`config.mk`:
```
export PLATFORM = sky130hd
export DESIGN_NAME = icap_unit
export DESIGN_NICKNAME = d
export VERILOG_FILES = /design/src/rtl/icap_pkg.sv /design/src/rtl/icap_sync.sv /design/src/rtl/icap_filter.sv /design/src/rtl/icap_edge.sv /design/src/rtl/icap_flag_fsm.sv /design/src/rtl/icap_unit.sv
export SDC_FILE = /design/constraint.sdc
export NUM_CORES = 1
export LEC_CHECK = 0
export CAP_MARGIN = 30
export CORE_ASPECT_RATIO = 0.75
export CORE_UTILIZATION = 50
export DETAILED_ROUTE_END_ITERATION = 12
export PLACE_DENSITY_LB_ADDON = 0.1
export SLEW_MARGIN = 5
export SYNTH_ARGS = -nofsm -noshare
export SYNTH_HDL_FRONTEND = slang
export SYNTH_SLANG_ARGS = --single-unit
```
`constraint.sdc`:
```
create_clock -name clk -period 1.6 [get_ports clk]
set_input_delay 0.32 -clock clk [delete_from_list [all_inputs] [get_ports clk]]
set_output_delay 0.32 -clock clk [all_outputs]
set_load 0.02 [all_outputs]
```
`src/rtl/icap_pkg.sv`:
```
package icap_pkg;

    typedef enum logic {
        FLAG_IDLE    = 1'b0,
        FLAG_PENDING = 1'b1
    } flag_state_t;

    typedef struct packed {
        logic rise;
        logic fall;
    } edge_pair_t;

endpackage

```
`src/rtl/icap_sync.sv`:
```
module icap_sync #(
    parameter int STAGES = 2
) (
    input  logic clk,
    input  logic rst_n,
    input  logic din,
    output logic dout
);
    logic [STAGES-1:0] chain_q;

    generate
        for (genvar i = 0; i < STAGES; i++) begin : g_stage
            if (i == 0) begin : g_first
                always_ff @(posedge clk or negedge rst_n) begin
                    if (!rst_n) chain_q[0] <= 1'b0;
                    else        chain_q[0] <= din;
                end
            end else begin : g_next
                always_ff @(posedge clk or negedge rst_n) begin
                    if (!rst_n) chain_q[i] <= 1'b0;
                    else        chain_q[i] <= chain_q[i-1];
                end
            end
        end
    endgenerate

    assign dout = chain_q[STAGES-1];
endmodule

```
`src/rtl/icap_filter.sv`:
```
module icap_filter #(
    parameter int TAPS = 4
) (
    input  logic clk,
    input  logic rst_n,
    input  logic din,
    output logic dout
);
    localparam int HIST_W = TAPS - 1;

    logic [HIST_W-1:0] hist_q;
    logic [TAPS-1:0]   window;
    logic              all_high;
    logic              all_low;
    logic              level_q;

    assign window   = {hist_q, din};
    assign all_high = &window;
    assign all_low  = ~|window;

    always_ff @(posedge clk or negedge rst_n) begin
        if (!rst_n) begin
            hist_q  <= '0;
            level_q <= 1'b0;
        end else begin
            hist_q <= window[HIST_W-1:0];
            if (all_high)     level_q <= 1'b1;
            else if (all_low) level_q <= 1'b0;
        end
    end

    assign dout = level_q;
endmodule

```
`src/rtl/icap_edge.sv`:
```
module icap_edge
    import icap_pkg::*;
(
    input  logic clk,
    input  logic rst_n,
    input  logic level,
    input  logic edge_rise,
    input  logic inhibit,
    output logic trig
);
    logic       prev_q;
    edge_pair_t seen;

    always_ff @(posedge clk or negedge rst_n) begin
        if (!rst_n) prev_q <= 1'b0;
        else        prev_q <= level;
    end

    always_comb begin
        seen.rise = level & ~prev_q;
        seen.fall = ~level & prev_q;
        trig      = ~inhibit & (edge_rise ? seen.rise : seen.fall);
    end
endmodule

```
`src/rtl/icap_flag_fsm.sv`:
```
module icap_flag_fsm
    import icap_pkg::*;
(
    input  logic clk,
    input  logic rst_n,
    input  logic trig,
    input  logic clr,
    input  logic irq_en,
    output logic flag,
    output logic irq
);
    flag_state_t state_q;
    flag_state_t state_d;

    always_comb begin
        state_d = state_q;
        unique case (state_q)
            FLAG_IDLE:    if (trig)        state_d = FLAG_PENDING;
            FLAG_PENDING: if (clr && !trig) state_d = FLAG_IDLE;
            default:                        state_d = FLAG_IDLE;
        endcase
    end

    always_ff @(posedge clk or negedge rst_n) begin
        if (!rst_n) state_q <= FLAG_IDLE;
        else        state_q <= state_d;
    end

    always_comb begin
        flag = 1'b0;
        unique case (state_q)
            FLAG_IDLE:    flag = 1'b0;
            FLAG_PENDING: flag = 1'b1;
            default:      flag = 1'b0;
        endcase
        irq = flag & irq_en;
    end
endmodule

```
`src/rtl/icap_unit.sv`:
```
module icap_unit #(
    parameter int CNT_W       = 16,
    parameter int SYNC_STAGES = 2,
    parameter int FILT_TAPS   = 4
) (
    input  logic             clk,
    input  logic             rst_n,
    input  logic             cap_pin,
    input  logic [CNT_W-1:0] count_in,
    input  logic             filt_en,
    input  logic             edge_rise,
    input  logic             irq_en,
    input  logic             flag_clr,
    input  logic             cap_inhibit,
    output logic [CNT_W-1:0] cap_value,
    output logic             cap_flag,
    output logic             cap_irq
);
    logic             pin_sync;
    logic             pin_filt;
    logic             level_sel;
    logic             trig_evt;
    logic [CNT_W-1:0] value_q;

    icap_sync #(.STAGES(SYNC_STAGES)) u_sync (
        .clk  (clk),
        .rst_n(rst_n),
        .din  (cap_pin),
        .dout (pin_sync)
    );

    icap_filter #(.TAPS(FILT_TAPS)) u_filter (
        .clk  (clk),
        .rst_n(rst_n),
        .din  (pin_sync),
        .dout (pin_filt)
    );

    assign level_sel = filt_en ? pin_filt : pin_sync;

    icap_edge u_edge (
        .clk      (clk),
        .rst_n    (rst_n),
        .level    (level_sel),
        .edge_rise(edge_rise),
        .inhibit  (cap_inhibit),
        .trig     (trig_evt)
    );

    always_ff @(posedge clk or negedge rst_n) begin
        if (!rst_n)        value_q <= '0;
        else if (trig_evt) value_q <= count_in;
    end

    icap_flag_fsm u_flag (
        .clk   (clk),
        .rst_n (rst_n),
        .trig  (trig_evt),
        .clr   (flag_clr),
        .irq_en(irq_en),
        .flag  (cap_flag),
        .irq   (cap_irq)
    );

    assign cap_value = value_q;
endmodule

```
* Word-level counts from Yosys, hierarchy flattened
Cells that the tools add are included.
** Storage, ports and cells
- Bits in registers :: 24
- Logic and storage cells :: 28
** Cells by class
- Eq/ne operators :: 1
- Mux-type cells :: 8
- Bitwise gates (word level) :: 8
- Reductions and logical operators :: 4
** Operator list (number)
- 1-bit 2-to-1 mux :: 6
- 1-bit AND :: 4
- 1-bit inverter :: 4
- 1-bit case mux with 2 select lines :: 2
- 4-bit AND reduction :: 1
- 4-bit OR reduction :: 1
- 2-bit by 1-bit != test with 1-bit output (second input constant) :: 1
- 1-bit logical AND :: 1
- 1-bit logical NOT :: 1

* Logic depth before layout (Yosys ltp)
- Depth after elaboration :: 9
- Mapped depth :: 6
- Mapped depth without buffers :: 4

* Cells and area by module
From an unflattened synthesis, not the netlist that was laid out.
** Unflattened totals
- Cell total of the unflattened synthesis :: 52
- Area total of the unflattened synthesis :: 925.9 um^2
** Modules (own cells, without submodules)
- icap_unit :: instances 1, cells each 35, area each 660.6 um^2
- icap_filter :: instances 1, cells each 7, area each 126.4 um^2
- icap_sync :: instances 1, cells each 2, area each 50.0 um^2
- icap_edge :: instances 1, cells each 4, area each 46.3 um^2
- icap_flag_fsm :: instances 1, cells each 4, area each 42.5 um^2

* Worst setup path after synthesis
Ideal clock, no wire load.
- Path kind :: reg2reg
- From :: register u_sync.chain_q[1] (netlist: u_sync.dout)
- To :: register value_q[5] (netlist: cap_value[5])
- Library setup time :: 69 ps
- Arrival :: 1223 ps
- Slack :: 307 ps
- Stages on the path, launching flop included :: 5
- Buffers on the path :: 1
- Path through :: dfrtp_1 > mux2i_4 > buf_6 > mux2_2 > nand3_1
** Between the ends
- Longest elaborated chain between the ends :: 5
- Elaborated cells on any way between the ends :: 6
- Classes of those cells :: 2 x mux; 4 x bitwise
** Ends and longest elaborated chain
- from (decl) :: line icap_sync.sv:9 : logic [STAGES-1:0] chain_q;
- from (signal, indexed assignment) :: line icap_sync.sv:21 : else chain_q[i] <= chain_q[i-1];
- 1-bit 2-to-1 mux (*) :: line icap_unit.sv:39 : assign level_sel = filt_en ? pin_filt : pin_sync;
- 1-bit inverter :: line icap_edge.sv:21 : seen.fall = ~level & prev_q;
- 1-bit AND :: line icap_edge.sv:21
- 1-bit 2-to-1 mux (*) :: line icap_edge.sv:22 : trig = ~inhibit & (edge_rise ? seen.rise : seen.fall);
- 1-bit AND (*) :: line icap_edge.sv:22
- to (signal assigned) :: line icap_unit.sv:52 : else if (trig_evt) value_q <= count_in;
- to (decl) :: line icap_unit.sv:23 : logic [CNT_W-1:0] value_q;
Every way passes the cells marked *; elsewhere a longest branch is shown, timed or not.
A chain may end at the register's enable or synchronous reset.

* Worst setup path in the final report
- From :: input irq_en
- To :: output cap_irq
** Between the ends
- Longest elaborated chain between the ends :: 1
** Ends and longest elaborated chain
- from (decl) :: line icap_unit.sv:12 : input logic irq_en,
- 1-bit AND :: line icap_flag_fsm.sv:36 : irq = flag & irq_en;
- to (decl) :: line icap_unit.sv:17 : output logic cap_irq
Every way passes these cells.

==> run summary <==
The flow ran to the end, and the final reports show no timing, DRC or antenna violations. After detailed placement, the design holds a cell count of 255. The run gives 42 as the number of placed I/O pins.

Combined global-route utilization of all metal layers: 24.9%. The startpoint identified for the worst register-to-register timing path is u_sync.dout. The worst setup path is of the in -> out kind. Compared with the post-synthesis result, the final layout area differs by 35.4%. Across all register-to-register paths, the minimum setup slack is 0.11 ns. The first element of the critical path was irq_en. Hold repair after CTS inserted 0 buffers. Clock latency on the worst-skew pair, taken at its later pin, is 0.27 ns. The number of nets handed over by synthesis was 196. The number of inserted filler cells in the final layout is 263, and the die outline height is 53.6 um. The clock buffer count from CTS came out at 3. The quantity of I/O buffers inserted on ports was 41; the maximum clock skew at final layout was 0.00422 ns.

After layout, the design draws a total of 2.61 mW. Counting cells, the worst reg-to-reg path comes to 5. The initial antenna violation count came out at 0.

The top cell types in the final layout, fill and taps aside, are 24 x dfrtp_1, 24 x buf_4, 22 x clkdlybuf4s50_1. The layout net count was 250. The number of setup violations in the final report is 0, and the detailed-route via count is 1663. Cells fill 72.1% of the core in the end. The mapped netlist covers 1780 sq um. The post-route netlist has 27.1% of its cells at a drive strength greater than 1.

The total wirelength of the detailed-routed design is 4.70 mm, and the highest clock frequency the design can meet is 642 MHz. Dividing the detail-routed via count by the number of cells gives 6.28. Counting every sink on the clock net gives 24. Setup repair after global routing left no endpoint under its margin. The post-layout worst setup margin came out at 0.0426 ns.

Die area: 3800 sq um. The pre-CTS setup slack is -0.309 ns, and the number of optimization iterations in the first detailed-route pass is 6. The tools report the startpoint kind of the worst setup timing path as an input pin. The final weighted congestion of routability-driven global placement came out at 0.743. The run gives 25 as the pin count of the biggest net entering global routing. Yosys printed 0 warnings. The number of library cell types mapped by synthesis is 28. Counting along the longest clock path gives a buffer depth of 2. The tightest hold path in the finished design has a slack of 0.355 ns. The worst setup path is captured at an output pin.

The initial core utilization came out at 53.3%. The die is 70.8 um wide. Headroom to the max-slew limit came out at 62.4%.

After detailed routing, the average wire length per cell comes to 17.7 um. TritonCTS built the clock tree. The number of failing hold endpoints at the final stage was 0. For the core footprint, the log shows 3330 sq um.

Capturing element of the worst setup path: cap_irq. The instance count of the mapped netlist was 172. The first global-routing pass estimated 7.16 mm of wire. The run gives 0 as the final max-slew violation count. The worst hold path belongs to the class reg -> reg. The clock-pin transition on the worst setup and hold timing paths was 0.09 ns; the top fanout value on the critical path was 1. The final cycle utilization of the critical path came out at 97.3%. The number of antenna diodes in the final layout is 0. Across the VDD grid, the largest voltage drop is 0.670 mV. In the final timing run, aggregate negative setup slack is 0 ns. Dividing total power by cell area gives a power density of 1090 nW/um^2. The root buffer cell chosen for the clock tree is clkbuf_8. The logs give 1572 for the number of global-route vias before repair and 1.24 ns for the arrival time of data at the critical path endpoint. After global routing the overflow that remains totals 0. STA puts the critical path data required time at 1.28 ns. The post-route DRC violation count is 0. Summed over all cells, the static leakage comes to 0.997 nW. Detailed placement finished with a half-perimeter wire length of 3.12 mm. The slew at the pin with the worst max-slew slack was 0.563 ns. The detailed router finished its first iteration with 70 violations. The worst register-to-register path ends at cap_value[0]. Subtracting the final worst setup slack from the clock period gives 1.56 ns. The tools report the placed instance area as 2290 sq um.

The post-synthesis sequential area ratio came out at 33.8%. The number of rows created at floorplan was 18. The number of register bits inferred by synthesis came out at 24.

Dividing the synthesized area by the synthesized cell count gives 10.3 sq um. In this run the remaining antenna-violating nets after routing total 0. The number of maximum-capacitance violations was 0; the cell area after layout was 2400 sq um.

Maximum level of the CTS H-tree: 1. After the flow finishes, the layout carries non-filler instances totaling 265.
==> Yosys cell counts <==
library cell,instances,area [sq um]
a21oi_1,1,5.00
a31oi_1,1,6.26
a41oi_1,7,61.3
a41oi_2,9,146
and2_1,1,6.26
and3_1,16,100
buf_2,4,20.0
buf_4,5,37.5
buf_6,3,33.8
clkbuf_1,6,22.5
clkbuf_2,1,5.00
clkbuf_4,2,15.0
dfrtp_1,24,601
inv_1,1,3.75
inv_4,1,6.26
mux2_2,16,180
mux2i_1,1,10.0
mux2i_4,1,22.5
nand2_1,16,60.1
nand2b_1,2,12.5
nand3_1,16,80.1
nand4bb_1,16,180
nor2_1,1,3.75
nor2_4,1,11.3
nor2b_1,2,12.5
o211ai_1,16,120
o22ai_1,1,6.26
or3_1,1,6.26
==> worst max-delay path, cell delays in order <==
cell and delay (ns):
clkdlybuf4s50_1 0.46, and2_1 0.12, dlygate4sd2_1 0.33
==> cell families (layout without fill, tap and decap cells) <==
group	count (synthesis)	after routing	share of synthesized area (%)
and+or+nand+nor	72	72	26.6
buffers and inverters	23	76	8.10
AOI/OAI and AO/OA	35	35	19.5
muxes	18	18	12.0
DFF	24	24	33.8
==> metal layers <==
metal / part of all wire, % / up-vias / track usage (%)
met3: 5.0 / 4 / 5.62
met2: 49 / 52 / 44.1
met4: 0.94 / 0 / 8.00
li1: - / 775 / -
met5: 0 / - / 0
met1: 45 / 832 / 31.0
==> registers in the layout (all words and copies together) (netlist names) <==
signal	cells
cap_value	16
u_filter.hist_q	3
u_flag.state_q	1
u_sync.chain_q	1
u_filter.dout	1
u_sync.dout	1
u_edge.prev_q	1
==> cell type report <==
cell class,instances,area (sq um),share of cell area [%]
clock buffers,3,41.3,1.72
flip-flops and latches,24,601,25.0
repair buffers,70,639,26.6
multi-input cells,125,1030,42.9
well taps,40,50.0,2.08
clock inverters,1,30.0,1.25
inverters,2,12.5,0.520
==> how the worst min path moves through the flow <==
| stage | from | cells after the start | slack [ns] | endpoint |
|---|---|---|---|---|
| 2_1_floorplan | rst_n | 0 | 0.02 | cap_value[0] |
| 3_3_place_gp | u_sync.chain_q[0] | 0 | 0.33 | u_sync.dout |
| 3_5_place_dp | u_sync.chain_q[0] | 0 | 0.33 | u_sync.dout |
| 4_1_cts | u_sync.chain_q[0] | 0 | 0.36 | u_sync.dout |
| 5_1_grt | u_sync.chain_q[0] | 0 | 0.38 | u_sync.dout |
| 6_report | u_sync.chain_q[0] | 0 | 0.36 | u_sync.dout |
==> power breakdown <==
part | switching [mW] | internal (mW)
logic | 0.594 | 0.512
registers | 0.179 | 0.786
clock network | 0.209 | 0.335
total | 0.982 | 1.63
==> what timing repair did <==
action / CTS / global route
buffers inserted: 0 / 5
gates cloned: 0 / 1
setup endpoints to repair: 25 / 13
gates resized for setup: 19 / 7
Note: power is estimated with default switching activity, not from simulation.
